`src/rtl/msi_dec_pkg.sv`:
```
package msi_dec_pkg;
  localparam int unsigned WORD_W = 32;

  // Byte offset of the pending register of bank b.
  function automatic int unsigned pend_off(int unsigned b);
    return 4 * b;
  endfunction

  // Byte offset of the enable register of bank b.
  function automatic int unsigned mask_off(int unsigned nbank, int unsigned b);
    return 4 * (nbank + b);
  endfunction

  // Byte offset of doorbell word w (0 holds bits [31:0]).
  function automatic int unsigned door_off(int unsigned nbank, int unsigned w);
    return 4 * (2 * nbank + w);
  endfunction

  // Bank that holds vector v.
  function automatic int unsigned vec_bank(int unsigned v);
    return v / WORD_W;
  endfunction

  // Bit position of vector v inside its bank.
  function automatic int unsigned vec_bit(int unsigned v);
    return v % WORD_W;
  endfunction
endpackage

```
`src/rtl/msi_hit_decode.sv`:
```
module msi_hit_decode #(
  parameter int unsigned NVEC   = 64,
  parameter int unsigned ADDR_W = 64,
  parameter int unsigned DATA_W = 32
) (
  input  logic              valid,
  input  logic [ADDR_W-1:0] addr,
  input  logic [DATA_W-1:0] data,
  input  logic [ADDR_W-1:0] door,
  output logic              hit,
  output logic              bad,
  output logic [NVEC-1:0]   set_vec
);
  logic addr_match;
  logic in_range;

  assign addr_match = (addr == door);
  assign in_range   = (data < DATA_W'(NVEC));
  assign hit        = valid && addr_match && in_range;
  assign bad        = valid && !(addr_match && in_range);

  for (genvar i = 0; i < NVEC; i++) begin : g_onehot
    assign set_vec[i] = hit && (data == DATA_W'(i));
  end
endmodule

```
`src/rtl/msi_pend_bank.sv`:
```
module msi_pend_bank #(
  parameter int unsigned W = 32
) (
  input  logic         clk,
  input  logic         rst_n,
  input  logic [W-1:0] set_bits,
  input  logic [W-1:0] clr_bits,
  input  logic [W-1:0] en_bits,
  output logic [W-1:0] pend,
  output logic         irq
);
  logic [W-1:0] pend_d;

  // A set in the same cycle as a clear wins.
  assign pend_d = (pend & ~clr_bits) | set_bits;

  always_ff @(posedge clk) begin
    if (!rst_n) pend <= '0;
    else        pend <= pend_d;
  end

  assign irq = |(pend & en_bits);
endmodule

```
`src/rtl/msi_reg_file.sv`:
```
module msi_reg_file
  import msi_dec_pkg::*;
#(
  parameter int unsigned NBANK  = 2,
  parameter int unsigned REG_AW = 5
) (
  input  logic                    clk,
  input  logic                    rst_n,
  input  logic                    reg_wr,
  input  logic [REG_AW-1:0]       reg_addr,
  input  logic [WORD_W-1:0]       reg_wdata,
  input  logic [NBANK*WORD_W-1:0] pend,
  output logic [2*WORD_W-1:0]     door,
  output logic [NBANK*WORD_W-1:0] en_bits,
  output logic [NBANK*WORD_W-1:0] clr_vec,
  output logic [WORD_W-1:0]       reg_rdata
);
  for (genvar b = 0; b < NBANK; b++) begin : g_bank
    localparam logic [REG_AW-1:0] PEND_A = REG_AW'(pend_off(b));
    localparam logic [REG_AW-1:0] MASK_A = REG_AW'(mask_off(NBANK, b));

    assign clr_vec[b*WORD_W +: WORD_W] =
      (reg_wr && reg_addr == PEND_A) ? reg_wdata : '0;

    always_ff @(posedge clk) begin
      if (!rst_n)
        en_bits[b*WORD_W +: WORD_W] <= '0;
      else if (reg_wr && reg_addr == MASK_A)
        en_bits[b*WORD_W +: WORD_W] <= reg_wdata;
    end
  end

  for (genvar w = 0; w < 2; w++) begin : g_door
    localparam logic [REG_AW-1:0] DOOR_A = REG_AW'(door_off(NBANK, w));
    always_ff @(posedge clk) begin
      if (!rst_n)
        door[w*WORD_W +: WORD_W] <= '0;
      else if (reg_wr && reg_addr == DOOR_A)
        door[w*WORD_W +: WORD_W] <= reg_wdata;
    end
  end

  always_comb begin
    reg_rdata = '0;
    for (int unsigned b = 0; b < NBANK; b++) begin
      if (reg_addr == REG_AW'(pend_off(b)))
        reg_rdata = pend[b*WORD_W +: WORD_W];
      if (reg_addr == REG_AW'(mask_off(NBANK, b)))
        reg_rdata = en_bits[b*WORD_W +: WORD_W];
    end
    for (int unsigned w = 0; w < 2; w++) begin
      if (reg_addr == REG_AW'(door_off(NBANK, w)))
        reg_rdata = door[w*WORD_W +: WORD_W];
    end
  end
endmodule

```
`src/rtl/msi_vec_decoder.sv`:
```
module msi_vec_decoder
  import msi_dec_pkg::*;
#(
  parameter int unsigned NVEC   = 64,
  parameter int unsigned DATA_W = 32,
  parameter int unsigned REG_AW = 5
) (
  input  logic                  clk,
  input  logic                  rst_n,
  input  logic                  msi_valid,
  input  logic [2*WORD_W-1:0]   msi_addr,
  input  logic [DATA_W-1:0]     msi_data,
  input  logic                  reg_wr,
  input  logic [REG_AW-1:0]     reg_addr,
  input  logic [WORD_W-1:0]     reg_wdata,
  output logic [WORD_W-1:0]     reg_rdata,
  output logic [NVEC/WORD_W-1:0] irq,
  output logic                  err_flag
);
  localparam int unsigned NBANK  = NVEC / WORD_W;
  localparam int unsigned ADDR_W = 2 * WORD_W;

  // Named internal events, observed by the bound checker.
  logic              msi_hit;
  logic              msi_bad;
  logic [NVEC-1:0]   set_vec;
  logic [NVEC-1:0]   clr_vec;
  logic [NVEC-1:0]   pend_q;
  logic [NVEC-1:0]   mask_q;
  logic [ADDR_W-1:0] door_q;

  msi_hit_decode #(.NVEC(NVEC), .ADDR_W(ADDR_W), .DATA_W(DATA_W)) u_dec (
    .valid(msi_valid), .addr(msi_addr), .data(msi_data), .door(door_q),
    .hit(msi_hit), .bad(msi_bad), .set_vec(set_vec)
  );

  msi_reg_file #(.NBANK(NBANK), .REG_AW(REG_AW)) u_regs (
    .clk(clk), .rst_n(rst_n), .reg_wr(reg_wr), .reg_addr(reg_addr),
    .reg_wdata(reg_wdata), .pend(pend_q), .door(door_q), .en_bits(mask_q),
    .clr_vec(clr_vec), .reg_rdata(reg_rdata)
  );

  for (genvar b = 0; b < NBANK; b++) begin : g_bank
    msi_pend_bank #(.W(WORD_W)) u_bank (
      .clk(clk), .rst_n(rst_n),
      .set_bits(set_vec[b*WORD_W +: WORD_W]),
      .clr_bits(clr_vec[b*WORD_W +: WORD_W]),
      .en_bits(mask_q[b*WORD_W +: WORD_W]),
      .pend(pend_q[b*WORD_W +: WORD_W]),
      .irq(irq[b])
    );
  end

  always_ff @(posedge clk) begin
    if (!rst_n) err_flag <= 1'b0;
    else        err_flag <= err_flag | msi_bad;
  end
endmodule

```
`config.mk`:
```
export PLATFORM = sky130hd
export DESIGN_NAME = msi_vec_decoder
export DESIGN_NICKNAME = d
export VERILOG_FILES = /design/src/rtl/msi_dec_pkg.sv /design/src/rtl/msi_hit_decode.sv /design/src/rtl/msi_pend_bank.sv /design/src/rtl/msi_reg_file.sv /design/src/rtl/msi_vec_decoder.sv
export SDC_FILE = /design/constraint.sdc
export NUM_CORES = 1
export LEC_CHECK = 0
export ABC_AREA = 1
export BUFFER_PORTS_ARGS = -buffer_cell sky130_fd_sc_hd__buf_2
export CORE_ASPECT_RATIO = 1.75
export CORE_MARGIN = 1.5
export CORE_UTILIZATION = 40
export CTS_BUF_LIST = sky130_fd_sc_hd__clkbuf_8
export CTS_CLUSTER_SIZE = 28
export DETAILED_ROUTE_END_ITERATION = 8
export SKIP_CTS_REPAIR_TIMING = 1
export SLEW_MARGIN = 5
export SYNTH_ARGS = -nofsm -noshare
export SYNTH_HDL_FRONTEND = slang
export SYNTH_SLANG_ARGS = --single-unit
```
`constraint.sdc`:
```
create_clock -name clk -period 2.6 [get_ports clk]
set_clock_uncertainty 0.05 [all_clocks]
set_input_delay 0.52 -clock clk [delete_from_list [all_inputs] [get_ports clk]]
set_output_delay 0.52 -clock clk [all_outputs]
set_load 0.02 [all_outputs]
```
==> results.tsv, run 1 <==
stage	metric	value	unit
power	total power	5.62	mW
timing	hold_ws	274	ps
cts	Clk pin slew, worst setup/hold paths	100	ps
timing	Final Max Slew Viols	0	
flow_run	max cap viols	0	
power	Int Pwr	4.10	mW
layout	share of layout cells above drive strength 1	18.2	%
global_routing	first-pass GRT wire length	53700	um
cts	Max clock buf depth	2	
worst_setup_path	CP startpoint kind	register	
placement	I/O Buffers	171	
timing	final setup vio count	0	
yosys	top_reg_cell synth	dfxtp_1	
yosys	cell area after synthesis	10000	sq um
worst_setup_path	CP Cell Sequence	a22o_1, a221oi_2, nand4_1, nor2_2, nand2_1, buf_2	
cts	H-tree Lvls	4	
global_routing	vias in the first global route	9608	
power	Clk pwr share	37.0	%
cts	CTS Buf Count	17	
yosys	cells after synthesis	1457	
yosys	syn nets	1594	
routing	routed wire length	35800	um
run_status	status	completed	
power	Max IR drop VDD	307	uV
global_routing	GRT overflow	0	
worst_setup_path	crit path from	g_bank[1].u_bank.pend[22]	
worst_setup_path	WS Path Type	reg -> out	
floorplan	Ports	172	
yosys	Yosys reg bits	193	
yosys	Netlist cell types	28	
worst_setup_path	Worst R2R Start	u_regs.door[22]	
worst_setup_path	worst flop-to-flop path endpoint	g_bank[1].u_bank.pend[18]	
power	Logic pwr share	9.7	%
floorplan	Die H	213	um
routing	Vias	10600	
placement	placed insts	1892	
floorplan	die area	26100	sq um
yosys	Syn. warnings	0	
yosys	syn_area_per_cell	6.89	sq um
floorplan	Initial Utilization	40.8	%
layout	cell area after layout	12000	sq um
timing	Peak Freq	390	MHz
cts	Skew-Pair Late Insertion Delay	500	ps
worst_setup_path	CP Capture Type	output port	
power	Psw	1.52	mW
power	Sw Share	27.1	%
floorplan	area of the core	24600	sq um
timing	final hold vios	0	
routing	Pre-antenna DRT Iters	5	
yosys	sequential share of the synthesized area	38.5	%
power	leakage	4.58	nW
routing	DR vias/cell	5.49	
cts	Root Driver	clkbuf_8	
global_routing	global-route total usage across every layer	27.2	%
layout	Nets	1738	
worst_setup_path	Worst path max stage delay	350	ps
timing	fin crit period	2570	ps
global_routing	initial antenna violation count	1	
yosys	Post-synth EDFFs	0	
power	sequential power share	53.4	%
power	cell area power density	468	nW/um^2
routing	number of DRC markers in iteration 0	892	
global_routing	largest net degree at the start of global routing	66	
cts	CTS tree	yes	
layout	area grow syn2layout	19.7	%
worst_setup_path	Critical Path RT	2030	ps
routing	wire per inst	18.6	um
placement	placed cell area	11400	sq um
placement	hpwl dp	27200	um
yosys	Async SR Flop Fraction	0	%
floorplan	Row Count	76	
routing	Remaining DRCs	0	
floorplan	Die Span X	123	um
worst_setup_path	Max Fanout on Critical Path	3	
timing	final worst path period share	98.7	%
layout	final non-filler cell total	1927	
cts	TritonCTS Sinks	193	
placement	Final Wtd Congestion	0.915	
worst_setup_path	setup slack, reg-to-reg	480	ps
routing	antenna-violating nets left	0	
timing	RSZ-0062 raised after global routing	yes	
worst_setup_path	data arrival time of the worst path	2000	ps
worst_hold_path	HP Class	in -> reg	
timing	worst relative slew slack	52.5	%
worst_setup_path	slowest CP cell	dfxtp_2	
worst_setup_path	CP Capture Point	irq[1]	
timing	Worst Tran Pin Value	712	ps
worst_setup_path	Reg2Reg Depth	10	
==> cell families after synthesis <==
group,count (synthesis),share of synthesized area (%)
XOR/XNOR,50,4.36
flip-flops,193,38.5
AND/OR/NAND/NOR,507,21.8
buffers and inverters,243,9.86
AO/OA/AOI/OAI,464,25.5
==> cells in the final DEF, fill, tap and decap left out, types with 4 or more instances in the layout <==
| master | Yosys | final |
|---|---|---|
| nand2_1 | 230 | 227 |
| a21oi_1 | 195 | 195 |
| dfxtp_1 | 193 | 192 |
| buf_2 | 20 | 158 |
| nor2_1 | 154 | 149 |
| o21ai_1 | 144 | 144 |
| inv_1 | 129 | 128 |
| nand4_1 | 84 | 84 |
| o21ai_0 | 50 | 50 |
| buf_4 | 2 | 46 |
| xnor2_1 | 30 | 30 |
| nand3_1 | 27 | 27 |
| xor2_1 | 20 | 20 |
| o211ai_1 | 19 | 19 |
| clkbuf_8 | 0 | 19 |
| inv_2 | 15 | 15 |
| a22o_1 | 15 | 15 |
| buf_12 | 0 | 15 |
| a211oi_1 | 14 | 14 |
| o2111ai_1 | 16 | 11 |
| a221oi_1 | 11 | 9 |
| nor2_4 | 2 | 7 |
| inv_6 | 0 | 7 |
| o2111ai_2 | 0 | 5 |
| nor3_1 | 5 | 4 |
==> sequential cells by signal (all words and copies together), names as in the netlist <==
| register | flops |
|---|---|
| g_bank.u_bank.pend | 64 |
| err_flag | 1 |
| u_regs.door | 64 |
| u_regs.en_bits | 64 |
==> layout make-up <==
type                       count  area (sq um)
clock buffer                  19           262
fill                        2554         12600
multi-input combinational   1021          5290
clock inverter                13           146
tap                          312           390
timing repair buffer         223          1510
inverter                     145           549
antenna                        1          2.50
sequential                   193          3860
==> how the worst min path moves through the flow <==
stage | cells past startpoint | start | slack, ps | endpoint
finish | 3 | reg_wdata[10] | 270 | u_regs.en_bits[10]
global route | 3 | reg_wdata[10] | 260 | u_regs.en_bits[10]
CTS | 3 | reg_wdata[10] | 240 | u_regs.en_bits[10]
detailed placement | 2 | err_flag | 410 | err_flag
global placement | 2 | u_regs.en_bits[14] | 410 | u_regs.en_bits[14]
floorplan | 2 | u_regs.en_bits[1] | 400 | u_regs.en_bits[1]
==> critical path: cells and delay by family, from the launching register on <==
kind	cells	cell delay [ps]
AND/OR/NAND/NOR	3	540
buffers and inverters	1	170
flip-flops	1	350
AO/OA/AOI/OAI	2	430
==> synth_stat cells (27+ instances only) <==
cell      instances  area share, %
nor2_1          154            5.8
a21oi_1         195            9.7
clkbuf_1         70            2.6
o21ai_1         144            7.2
nand2_1         230            8.6
xnor2_1          30            2.6
o21ai_0          50            2.5
nand3_1          27            1.3
nand4_1          84            5.2
inv_1           129            4.8
dfxtp_1         193             38
==> through the flow <==
| step | utilization, % | TNS [ps] | setup WS (ps) |
|---|---|---|---|
| global placement | 46.4 | -231 | -59.0 |
| global route | 48.8 | -14.5 | -14.5 |
| floorplan | - | 0 | 266 |
| detailed placement | 46.4 | -12.3 | -12.3 |
| CTS | 48.0 | -291 | -137 |
| finish | 48.8 | 0 | 32.7 |
==> power by group through the flow <==
stage	logic (mW)	clock network [mW]	registers (mW)
3_3_place_gp	0.521	0	3.07
4_1_cts	0.528	2.12	3.00
3_5_place_dp	0.526	0	3.07
2_1_floorplan	0.258	0	3.06
6_report	0.542	2.08	3.00
5_1_grt	0.593	2.22	3.00
==> metal layers <==
metal	up-vias	GRT usage [%]	wire length, um
li1	5245	-	-
met1	4891	36.6	15500
met2	399	43.4	16900
met3	47	4.18	2440
met4	0	10.3	1050
met5	-	0	0
(Power assumes the default switching activity.)
==> run 2, diff against run 1 <==
--- a/config.mk
+++ b/config.mk
@@ -9,10 +9,11 @@
 export BUFFER_PORTS_ARGS = -buffer_cell sky130_fd_sc_hd__buf_2
 export CORE_ASPECT_RATIO = 1.75
 export CORE_MARGIN = 1.5
-export CORE_UTILIZATION = 40
+export CORE_UTILIZATION = 30
 export CTS_BUF_LIST = sky130_fd_sc_hd__clkbuf_8
 export CTS_CLUSTER_SIZE = 28
 export DETAILED_ROUTE_END_ITERATION = 8
+export MAX_ROUTING_LAYER = met4
 export SKIP_CTS_REPAIR_TIMING = 1
 export SLEW_MARGIN = 5
 export SYNTH_ARGS = -nofsm -noshare
==> results.tsv, run 2 (synthesized netlist as in run 1, its figures left out) <==
stage	metric	value	unit	change
worst_setup_path	slowest CP cell	o21ai_1		
run_status	status	completed		
worst_setup_path	WS Path Type	in -> out		
global_routing	largest net degree at the start of global routing	66		unchanged
routing	Pre-antenna DRT Iters	5		unchanged
cts	Skew-Pair Late Insertion Delay	500	ps	about the same
placement	hpwl dp	28000	um	+3.1%
cts	Root Driver	clkbuf_8		
worst_setup_path	Worst path depth	8		+2
timing	Peak Freq	392	MHz	+0.64%
layout	share of layout cells above drive strength 1	17.2	%	-0.91 points
worst_setup_path	Crit path top cell by count	buf_2		
layout	Final Util	36.1	%	-13 points
placement	I/O Buffers	171		unchanged
cts	H-tree Lvls	4		unchanged
timing	RSZ-0062 raised after global routing	no		
floorplan	Die Span X	141	um	+15%
cts	Clk pin slew, worst setup/hold paths	110	ps	about the same
floorplan	Die H	245	um	+15%
floorplan	area of the core	32900	sq um	+34%
worst_setup_path	Critical Path RT	2030	ps	about the same
layout	final non-filler cell total	2009		+4.3%
global_routing	vias in the first global route	9788		+1.9%
floorplan	Ports	172		unchanged
worst_hold_path	Worst Hold Depth	3		unchanged
global_routing	GR peak layer	met2		
global_routing	GRT overflow	0		unchanged
layout	commonest non-fill, non-tap cell in the layout	nand2_1		
worst_setup_path	Worst path max stage delay	230	ps	-120 ps
layout	biggest regs	g_bank.u_bank.pend: 64 flops, u_regs.door: 64 flops, u_regs.en_bits: 64 flops		
timing	final setup vio count	0		unchanged
timing	final hold vios	0		unchanged
worst_setup_path	Max Fanout on Critical Path	21		+18
worst_setup_path	CP Capture Type	output port		
routing	number of DRC markers in iteration 0	857		-3.9%
timing	worst setup margin	48.9	ps	+16.3 ps
cts	CTS Buf Count	17		unchanged
timing	final worst path period share	98.1	%	-0.63 points
timing	worst relative slew slack	56.6	%	+4.1 points
global_routing	first-pass GRT wire length	55400	um	+3.2%
routing	DR vias/cell	5.22		-4.9%
power	Max IR drop VDD	244	uV	-21%
global_routing	initial antenna violation count	3		+2
routing	Remaining DRCs	0		unchanged
worst_setup_path	CP startpoint kind	primary input		
worst_hold_path	HP Class	in -> reg		
placement	Setup WS pre-CTS	-2.25	ps	+10.1 ps
layout	Nets	1727		-0.63%
cts	TritonCTS Sinks	193		unchanged
timing	fin crit period	2550	ps	-16.3 ps
worst_setup_path	Reg2Reg Depth	10		unchanged
worst_setup_path	CP Cell Sequence	buf_2, nor2_1, nand3_2, buf_12, buf_4, o21ai_1, o211ai_1, buf_2		
cts	CTS tree	yes		
floorplan	Row Count	88		+16%
layout	commonest non-fill, non-tap cells in the layout	228 x nand2_1, 195 x a21oi_1, 193 x dfxtp_1, 169 x buf_2, 149 x nor2_1		
routing	wire per inst	18.0	um	-3.2%
global_routing	GR Layer Usage met2	36.2	%	-7.2 points
global_routing	global-route total usage across every layer	21.4	%	-5.8 points
placement	placed insts	1976		+4.4%
routing	Vias	10500		-0.82%
worst_setup_path	data arrival time of the worst path	1980	ps	-20 ps
worst_setup_path	CP bufs+invs	4		+3
global_routing	GR met3 Demand/Resource	3.16	%	-1.0 points
placement	Final Wtd Congestion	0.895		-2.1%
power	leakage	4.47	nW	-2.6%
cts	Max clock buf depth	2		unchanged
global_routing	met1 track demand over resource	25.0	%	-12 points
timing	Final Max Slew Viols	0		unchanged
worst_setup_path	delay-heaviest family, CP	buffers and inverters		
routing	routed wire length	36200	um	+0.92%
floorplan	Initial Utilization	30.5	%	-10 points
flow_run	max cap viols	0		unchanged
routing	antenna-violating nets left	0		unchanged
timing	Worst Tran Pin Value	651	ps	-61.3 ps
floorplan	die area	34600	sq um	+33%
power	total power	5.53	mW	-1.6%
layout	area grow syn2layout	18.4	%	
power	cell area power density	465	nW/um^2	-0.52%
## run 2: changes by cell type in the layout (fill, tap and decap cells not counted), moves of 3 or more
cell | previous run | this run
a221oi_1 | 9 | 6
buf_4 | 46 | 31
inv_6 | 7 | 4
o2111ai_1 | 11 | 16
buf_2 | 158 | 169
o2111ai_2 | 5 | 0
a221oi_2 | 2 | 5
buf_12 | 15 | 12
## run 2: path summary, 6_finish.rpt
check	start	endpoint	slack, ps
worst max-delay path	reg_addr[4]	reg_rdata[21]	50
worst min register to register	u_regs.en_bits[23]	u_regs.en_bits[23]	430
worst min-delay path	reg_wdata[12]	u_regs.en_bits[12]	270
worst max register to register	u_regs.door[22]	g_bank[0].u_bank.pend[26]	420
## run 2: per-stage QoR
stage          TNS [ps]  hold WS [ps]  cell area (sq um)
4_1_cts            -130           245              11800
3_3_place_gp          0           403              11400
6_report              0           269              11900
2_1_floorplan         0           395              10000
3_5_place_dp      -2.25           405              11400
5_1_grt               0           261              11900
## run 2: report_power, final
part           leakage (nW)  total, mW  internal (mW)  switching [mW]
sequential             1.56       3.00           2.98          0.0212
clock                 0.186       2.00          0.875            1.13
combinational          2.72      0.527          0.190           0.337
total                  4.47       5.53           4.04            1.49
## run 2: metal layers
layer	part of all wire, %	vias to the layer above
li1	-	5232
met1	42	4886
met2	50	317
met3	4.4	60
met4	3.9	0
met5	0	-
## run 2: cell type report
type / count / area [sq um]
Clock inverter: 12 / 134
Tap cell: 405 / 507
Antenna cell: 3 / 7.51
Timing Repair Buffer: 212 / 1320
Multi-Input combinational cell: 1021 / 5260
Fill cell: 3521 / 21000
Clock buffer: 18 / 248
Sequential cell: 193 / 3860
Inverter: 145 / 547
## run 2: worst register-to-register path: stages, from the launching register on
cell and delay [ps]:
dfxtp_1 420, xnor2_1 160, nand2_1 110, nor2_1 290, nand2_1 90, nor2_1 120
nand2_1 90, nor2_4 110, buf_12 240, nand4_1 250, a21oi_1 180
